**config.mk**
```make
export PLATFORM = sky130hd
export DESIGN_NAME = buserr_detect
export DESIGN_NICKNAME = d
export VERILOG_FILES = /design/src/rtl/buserr_pkg.sv /design/src/rtl/buserr_reply_timer.sv /design/src/rtl/buserr_lm_parity.sv /design/src/rtl/buserr_detect.sv
export SDC_FILE = /design/constraint.sdc
export NUM_CORES = 1
export LEC_CHECK = 0
export CAP_MARGIN = 40
export CORE_ASPECT_RATIO = 0.75
export CORE_MARGIN = 2
export CORE_UTILIZATION = 53
export CTS_BUF_LIST = sky130_fd_sc_hd__clkbuf_2
export DETAILED_ROUTE_END_ITERATION = 10
export GPL_ROUTABILITY_DRIVEN = 0
export PLACE_DENSITY = 0.86
export SKIP_CTS_REPAIR_TIMING = 1
export SYNTH_ARGS = -nofsm -noshare
export SYNTH_HDL_FRONTEND = slang
export SYNTH_SLANG_ARGS = --single-unit
```
**constraint.sdc**
```tcl
create_clock -name clk -period 2.11 [get_ports clk]
set_input_delay 0.5275 -clock clk [delete_from_list [all_inputs] [get_ports clk]]
set_output_delay 0.5275 -clock clk [all_outputs]
set_load 0.01 [all_outputs]
```
**src/rtl/buserr_pkg.sv**
```systemverilog
package buserr_pkg;

    typedef enum logic [1:0] {
        CK_READ     = 2'd0,
        CK_WRITE    = 2'd1,
        CK_PREFETCH = 2'd2,
        CK_RSVD     = 2'd3
    } cyc_kind_e;

    typedef enum logic [1:0] {
        PD_IDLE  = 2'd0,
        PD_ARMED = 2'd1,
        PD_LAST  = 2'd2
    } defer_st_e;

    localparam int NUM_CH   = 3;
    localparam int CH_DATA  = 0;
    localparam int CH_IACK  = 1;
    localparam int CH_DMA   = 2;
    localparam int LANES    = 4;
    localparam int CAUSE_W  = 6;

    // Packed so that nxm lands on bit 0 and bus_par on bit 5.
    typedef struct packed {
        logic bus_par;
        logic loc_par;
        logic dma_tmo;
        logic iack_tmo;
        logic data_tmo;
        logic nxm;
    } hits_t;

    // A window read checks both bytes of any half-word that is touched.
    function automatic logic [LANES-1:0] widen_mask(input logic [LANES-1:0] m);
        return {{2{|m[3:2]}}, {2{|m[1:0]}}};
    endfunction

endpackage

```
**src/rtl/buserr_reply_timer.sv**
```systemverilog
module buserr_reply_timer #(
    parameter int TMO_CYCLES = 2000
) (
    input  logic clk,
    input  logic rst,
    input  logic start,
    input  logic ack,
    output logic hit
);
    localparam int CNT_W = $clog2(TMO_CYCLES + 1);

    logic [CNT_W-1:0] cnt;
    logic             fired;
    logic             waiting;

    assign waiting = start && !ack && !fired;
    assign hit     = waiting && (cnt == CNT_W'(TMO_CYCLES - 1));

    always_ff @(posedge clk) begin
        if (rst || !start || ack) begin
            cnt   <= '0;
            fired <= 1'b0;
        end else if (hit) begin
            cnt   <= '0;
            fired <= 1'b1;
        end else if (!fired) begin
            cnt   <= cnt + 1'b1;
        end
    end

endmodule

```
**src/rtl/buserr_lm_parity.sv**
```systemverilog
module buserr_lm_parity
    import buserr_pkg::*;
(
    input  logic             clk,
    input  logic             rst,
    input  logic             cyc_start,
    input  logic [1:0]       cyc_kind,
    input  logic             lm_rd_vld,
    input  logic             lm_via_win,
    input  logic [LANES-1:0] byte_mask,
    input  logic [LANES-1:0] lane_perr,
    input  logic             par_en,
    output logic             win_hit,
    output logic             defer_hit,
    output logic             loc_detect
);
    defer_st_e       st_q, st_d;
    logic [LANES-1:0] eff_mask;
    logic             lane_bad;
    logic             direct_bad;

    assign eff_mask   = lm_via_win ? widen_mask(byte_mask) : byte_mask;
    assign lane_bad   = lm_rd_vld && par_en && |(lane_perr & eff_mask);
    assign win_hit    = lane_bad && lm_via_win;
    assign direct_bad = lane_bad && !lm_via_win;
    assign loc_detect = lane_bad;
    assign defer_hit  = cyc_start && (st_q != PD_IDLE);

    always_comb begin
        st_d = st_q;
        if (cyc_start) begin
            unique case (st_q)
                PD_ARMED: st_d = (cyc_kind_e'(cyc_kind) == CK_PREFETCH) ? PD_LAST : PD_IDLE;
                PD_LAST:  st_d = PD_IDLE;
                default:  st_d = PD_IDLE;
            endcase
        end
        if (direct_bad) begin
            st_d = PD_ARMED;
        end
    end

    always_ff @(posedge clk) begin
        if (rst) begin
            st_q <= PD_IDLE;
        end else begin
            st_q <= st_d;
        end
    end

endmodule

```
**src/rtl/buserr_detect.sv**
```systemverilog
module buserr_detect
    import buserr_pkg::*;
#(
    parameter int TMO_CYCLES = 2000
) (
    input  logic       clk,
    input  logic       rst,
    input  logic       cyc_start,
    input  logic [1:0] cyc_kind,
    input  logic       cyc_nxm,
    input  logic       lm_rd_vld,
    input  logic       lm_via_win,
    input  logic [3:0] byte_mask,
    input  logic [3:0] lane_perr,
    input  logic       par_en,
    input  logic       bus_rd_vld,
    input  logic [1:0] bus_data_hi,
    input  logic       bus_din,
    input  logic       bus_dout,
    input  logic       bus_rply,
    input  logic       bus_iack,
    input  logic       bus_dmg,
    input  logic       bus_sack,
    input  logic [5:0] cause_clr,
    output logic       err_o,
    output logic       iack_abort_o,
    output logic       dma_abort_o,
    output logic [5:0] cause_o
);
    logic [NUM_CH-1:0] ch_start;
    logic [NUM_CH-1:0] ch_ack;
    logic [NUM_CH-1:0] ch_hit;

    assign ch_start[CH_DATA] = bus_din || bus_dout;
    assign ch_ack[CH_DATA]   = bus_rply;
    assign ch_start[CH_IACK] = bus_iack;
    assign ch_ack[CH_IACK]   = bus_rply;
    assign ch_start[CH_DMA]  = bus_dmg;
    assign ch_ack[CH_DMA]    = bus_sack;

    for (genvar g = 0; g < NUM_CH; g++) begin : g_tmr
        buserr_reply_timer #(.TMO_CYCLES(TMO_CYCLES)) tmr_i (
            .clk   (clk),
            .rst   (rst),
            .start (ch_start[g]),
            .ack   (ch_ack[g]),
            .hit   (ch_hit[g])
        );
    end

    logic win_hit, defer_hit, loc_detect;

    buserr_lm_parity par_i (
        .clk        (clk),
        .rst        (rst),
        .cyc_start  (cyc_start),
        .cyc_kind   (cyc_kind),
        .lm_rd_vld  (lm_rd_vld),
        .lm_via_win (lm_via_win),
        .byte_mask  (byte_mask),
        .lane_perr  (lane_perr),
        .par_en     (par_en),
        .win_hit    (win_hit),
        .defer_hit  (defer_hit),
        .loc_detect (loc_detect)
    );

    hits_t hits;
    logic  raise;

    always_comb begin
        hits          = '0;
        hits.nxm      = cyc_start && cyc_nxm;
        hits.data_tmo = ch_hit[CH_DATA];
        hits.iack_tmo = ch_hit[CH_IACK];
        hits.dma_tmo  = ch_hit[CH_DMA];
        hits.loc_par  = loc_detect;
        hits.bus_par  = bus_rd_vld && (bus_data_hi == 2'b11);
        raise = hits.nxm || hits.data_tmo || hits.iack_tmo || hits.bus_par
             || win_hit || defer_hit;
    end

    always_ff @(posedge clk) begin
        if (rst) begin
            err_o        <= 1'b0;
            iack_abort_o <= 1'b0;
            dma_abort_o  <= 1'b0;
            cause_o      <= '0;
        end else begin
            err_o        <= raise;
            iack_abort_o <= hits.iack_tmo;
            dma_abort_o  <= hits.dma_tmo;
            cause_o      <= (cause_o & ~cause_clr) | CAUSE_W'(hits);
        end
    end

endmodule

```
Word-level counts from Yosys, hierarchy flattened
Index checks and enable logic that the tools add are counted.
{ "op_classes": {"n_addsub": 3, "eq_ne": 6, "n_mux": 5, "bitwise": 4, "reduce_logical": 46} }
{ "ops": {"columns": ["operator", "count"], "rows": [
  ["11-bit by 1-bit adder with 11-bit output, second input constant", 3],
  ["11-bit == test, second input constant", 3],
  ["1-bit logical AND", 16],
  ["1-bit logical OR", 12],
  ["2-bit OR reduction", 6],
  ["1-bit logical NOT", 9],
  ["6-bit bitwise AND", 1],
  ["6-bit NOT", 1],
  ["6-bit bitwise OR", 1],
  ["4-bit bitwise AND", 1],
  ["2-bit == test, second input constant", 2],
  ["2-bit two-way mux", 2],
  ["4-bit two-way mux", 1],
  ["2-bit nonzero test", 2],
  ["4-bit OR reduction", 1],
  ["2-bit by 1-bit == test with 1-bit output, second input constant", 1],
  ["1-bit two-way mux", 2]
]} }
{ "word_totals": {"ff_bits": 47, "input_bits": 32, "output_inout_bits": 9, "wordCells": 76} }

Depth between registers and ports, before layout
Gate-level depths: netlist (run 1).
{ "depth": {"depth_word": 9, "mapped_depth": 6, "ltp_nobuf": 5} }

Hierarchy
Synthesis (run 1) repeated with hierarchy kept, for this count alone.
{ "unflattened": {"hier_cells": 234, "area_unflattened_um2": 2223.4} }
{ "modules_own_cells": {"columns": ["module", "instances", "cells_each", "area_each_um2", "seq_area_each_um2"], "rows": [
  ["buserr_reply_timer", 3, 60, 573.0, 240.2],
  ["buserr_detect", 1, 33, 309.0, 180.2],
  ["buserr_lm_parity", 1, 21, 195.2, 40.0]
]} }

Least setup slack after synthesis (run 1)
OpenSTA, ideal clock, no wires.
{ "synth_timing": {"path_type": "reg-to-reg", "from": "reg g_tmr[1].tmr_i.cnt[0]", "to": "reg g_tmr[1].tmr_i.cnt[9]", "setup_ns": 0.115, "arrival_time_ns": 1.353, "required_ns": 1.995, "path_slack_ns": 0.643, "stages_incl_launch_ff": 7, "n_path_buf": 1, "synth_period_minus_slack_ns": 1.467, "path_cell_list": "dfxtp_1 > ha_1 > nand4b_4 > nor4_4 > or3b_4 > buf_6 > nor2_1"} }
{ "synth_between": {"elab_chain_len": 3, "elab_cells_between_ends": 4, "cone_classes": "add/sub (1); eq/ne (1); reduce/logical (2)"} }
{ "synth_rtl": {"columns": ["element", "line", "text"], "rows": [
  ["from (decl)", "buserr_reply_timer.sv:12", "logic [CNT_W-1:0] cnt;"],
  ["from (signal assigned)", "buserr_reply_timer.sv:27", "cnt <= cnt + 1'b1;"],
  ["branches (longest 3 deep; another with 11-bit by 1-bit adder with 11-bit output)", null, null]
]} }
Parallel ways; which one is timed is not known.
A chain may end at the register's enable or synchronous reset.

Final worst setup path (run 1)
{ "layout_timing": {"from": "reg g_tmr[0].tmr_i.cnt[0]", "to": "reg g_tmr[0].tmr_i.cnt[0]"} }
{ "layout_between": {"elab_chain_len": 3, "elab_cells_between_ends": 4, "cone_classes": "add/sub (1); eq/ne (1); reduce/logical (2)"} }
{ "layout_rtl": {"columns": ["element", "line"], "rows": [
  ["from (decl)", "buserr_reply_timer.sv:12"],
  ["from (signal assigned)", "buserr_reply_timer.sv:27"],
  ["branches (longest 3 deep; another with 11-bit by 1-bit adder with 11-bit output)", null]
]} }
Parallel ways; which one is timed is not known.

==> qor.yml, run 1 <==
drt:
  drt-total-wl_um: 4100
  drt-vias-per-instance: 5.30
  drc: 0
  post_drt_wl_per_cell_um: 12.5
  dr_total_vias: 1737
  drt.antenna.violating_nets: 0
  first_iter_violations: 77
  drt_first_pass_iters: 4
worst_hold_path:
  hold_path.class: "flip-flop to flip-flop"
yosys:
  yosys-top-cells-area: "dfxtp_1, nor2_1, xnor2_1"
  syn_nets: 266
  ys_types: 43
  ys_seq_elements: 47
  synth.avg_cell_area_um2: 9.16
  async_reset_ff_frac: 0
  synth_edf_count: 0
  yosysWarnings: 0
  syn_inst: 231
  synth_top_area_frac: 0.445
  ys.flop_type: "dfxtp_1"
  synth_area_leader_cell: "dfxtp_1"
  yosysSeqAreaShare: 0.445
  mappedNetlistArea_um2: 2120
global_routing:
  grt_pass1_vias: 1703
  grt_pass1_wl_um: 7380
  grt_overflow: 0
  antenna_found_initial: 0
  grt_use_total: 0.207
  grt_max_degree: 15
sta:
  setup_violations: 0
  rsz0062_at_grt: "false"
  clock_skew_ns: 0.0301
  layout_min_cycle_time_ns: 1.91
  fmax_mhz: 523
  max_slew.worst_pin.slew_ns: 0.849
  max_slew_margin: 0.430
  fin_crit_sh: 0.907
  fin_ws_ns: 0.196
  hold_viol: 0
  timing.final.max_slew_violations: 0
  tns_ns: 0
cells_and_area:
  nFillCells: 311
  final_nets: 311
  post_route_cells_drive_above_1_share: 0.0725
  mostFrequentLayoutCells: "dfxtp_1, nor2_1, clkdlybuf4s50_1"
  area_growth_pct: 24.5
  antenna_cells: 0
  final_common_cell: "dfxtp_1"
  fin_util: 0.706
worst_setup_path:
  cp_slowest_stage_delay_ns: 0.81
  critPathCaptureType: "flip-flop"
  crit_required_ns: 2.39
  worstSetupPathType: "flip-flop to flip-flop"
  arrival_ns: 2.20
  worstPathCellList: "ha_1 > nand4b_2 > o31ai_2 > nor2_1"
  path_max_fanout: 11
  critPathLaunchType: "flip-flop"
  critical_path.slowest_cell: "o31ai_2"
place:
  place_ws_ns: 0.197
  dp_hpwl_um: 3160
  io_buffers: 40
power_and_ir_drop:
  leakage_nw: 0.963
  power_density_nw_per_um2: 572
  peakVddDrop_mv: 0.518
clock_network:
  htree_levels: 2
  cts_tree: "built"
  root_buffer: "clkbuf_2"
  clk_pin_slew_ns: 0.21
  cts_buffers: 5
  cts_sinks: 47
  clk_latency_ns: 0.42
  clk_path_buf_depth: 2
floorplan:
  ios: 41
  rows: 19
  die_h_um: 58.7
  design.die.area_um2: 4520
  die_w_um: 77.0
  start_util: 0.567
  core_area_um2: 3730
flow_run:
  cap_violations: 0
outcome:
  status: "finished, final reports clean"
==> sequential cells by signal, indices dropped and copies added, names as in the netlist <==
name               flops
dma_abort_o            1
g_tmr.tmr_i.fired      3
g_tmr.tmr_i.cnt       33
iack_abort_o           1
par_i.st_q             2
cause_o                6
err_o                  1
==> synthesized netlist by cell type, types with 2 or more instances <==
library cell / instances
nand4b_1: 2
dfxtp_1: 47
nand4b_2: 2
a211oi_1: 2
mux2i_1: 3
nand2_1: 10
ha_1: 3
o31ai_1: 2
nor3b_1: 2
o22ai_1: 3
nor3_1: 8
buf_2: 2
a21oi_1: 13
nand2b_1: 7
xor2_1: 12
nor4_1: 2
inv_1: 8
nor2b_1: 5
and3_1: 2
or3b_2: 2
xnor2_1: 17
nand4_1: 7
nor2_1: 43
nand3b_1: 2
o21a_1: 2
nand3_1: 6
==> stage by stage <==
stage                     cells  cell area, µm²  hold WS, ns  power [mW]
after CTS                   328            2630        0.491        1.53
after global placement      321            2570        0.461        1.05
after detailed placement    321            2570        0.462        1.05
after global routing        328            2630        0.517        1.56
after floorplan             231            2120        0.454       0.967
final                       328            2630        0.486        1.51
==> worst max-delay path: cells and delay by family (launching register included) <==
kind | cells | cell delay, ns
and+or+nand+nor | 2 | 0.35
AOI/OAI and AO/OA | 1 | 0.81
adders and majority gates | 1 | 0.21
DFF | 1 | 0.43
==> final timing paths <==
kind                          from                     to  slack [ns]  cells past startpoint
max reg2reg  g_tmr[0].tmr_i.cnt[0]  g_tmr[0].tmr_i.cnt[0]        0.20                      4
min                     cause_o[3]             cause_o[3]        0.49                      2
max          g_tmr[0].tmr_i.cnt[0]  g_tmr[0].tmr_i.cnt[0]        0.20                      4
min reg2reg             cause_o[3]             cause_o[3]        0.49                      2
==> area by class of cell <==
cell class              count  area, µm²  share of cell area
inverters                   8       30.0              0.0114
multi-input cells         171       1110               0.422
clock buffers               5       25.0             0.00950
repair buffers             43        423               0.161
clock inverters             2       37.5              0.0143
well taps                  52       65.1              0.0247
flip-flops and latches     47        941               0.357
==> power by group <==
part           switching (mW)  internal (mW)  total, mW
Clock                   0.280          0.193      0.474
Sequential            0.00642          0.899      0.905
Combinational          0.0466         0.0798      0.126
==> logic make-up after synthesis <==
group | after synthesis | share of synthesized area
and+or+nand+nor | 109 | 0.293
DFF | 47 | 0.445
xor gates and xnor gates | 29 | 0.120
AOI/OAI and AO/OA | 27 | 0.0804
buffers and inverters | 13 | 0.0296
muxes | 3 | 0.0142
adders and majority gates | 3 | 0.0177
==> layer usage <==
| layer | routed length [µm] | GRT usage | vias to the layer above | part of all wire |
|---|---|---|---|---|
| li1 | - | - | 880 | - |
| met1 | 1960 | 0.253 | 801 | 0.48 |
| met2 | 1850 | 0.351 | 46 | 0.45 |
| met3 | 205 | 0.0506 | 10 | 0.050 |
| met4 | 89 | 0.101 | 0 | 0.022 |
| met5 | 0 | 0 | - | 0 |
No activity file was read; power rests on OpenSTA's default activity.
==> run 2: changes to the inputs <==
--- a/config.mk
+++ b/config.mk
@@ -12,7 +12,7 @@
 export CTS_BUF_LIST = sky130_fd_sc_hd__clkbuf_2
 export DETAILED_ROUTE_END_ITERATION = 10
-export GPL_ROUTABILITY_DRIVEN = 0
 export PLACE_DENSITY = 0.86
 export SKIP_CTS_REPAIR_TIMING = 1
+export SLEW_MARGIN = 5
 export SYNTH_ARGS = -nofsm -noshare
 export SYNTH_HDL_FRONTEND = slang
==> constraint.sdc (replaced) <==
create_clock -name clk -period 2.11 [get_ports clk]
set_input_delay 0.5275 -clock clk [delete_from_list [all_inputs] [get_ports clk]]
set_output_delay 0.5275 -clock clk [all_outputs]
set_load 0.005 [all_outputs]
==> results of run 2 <==
The final DEF is identical to that of run 1. Status: finished, final reports clean.
Among the figures that moved: total power 1.51 mW -> 1.50 mW
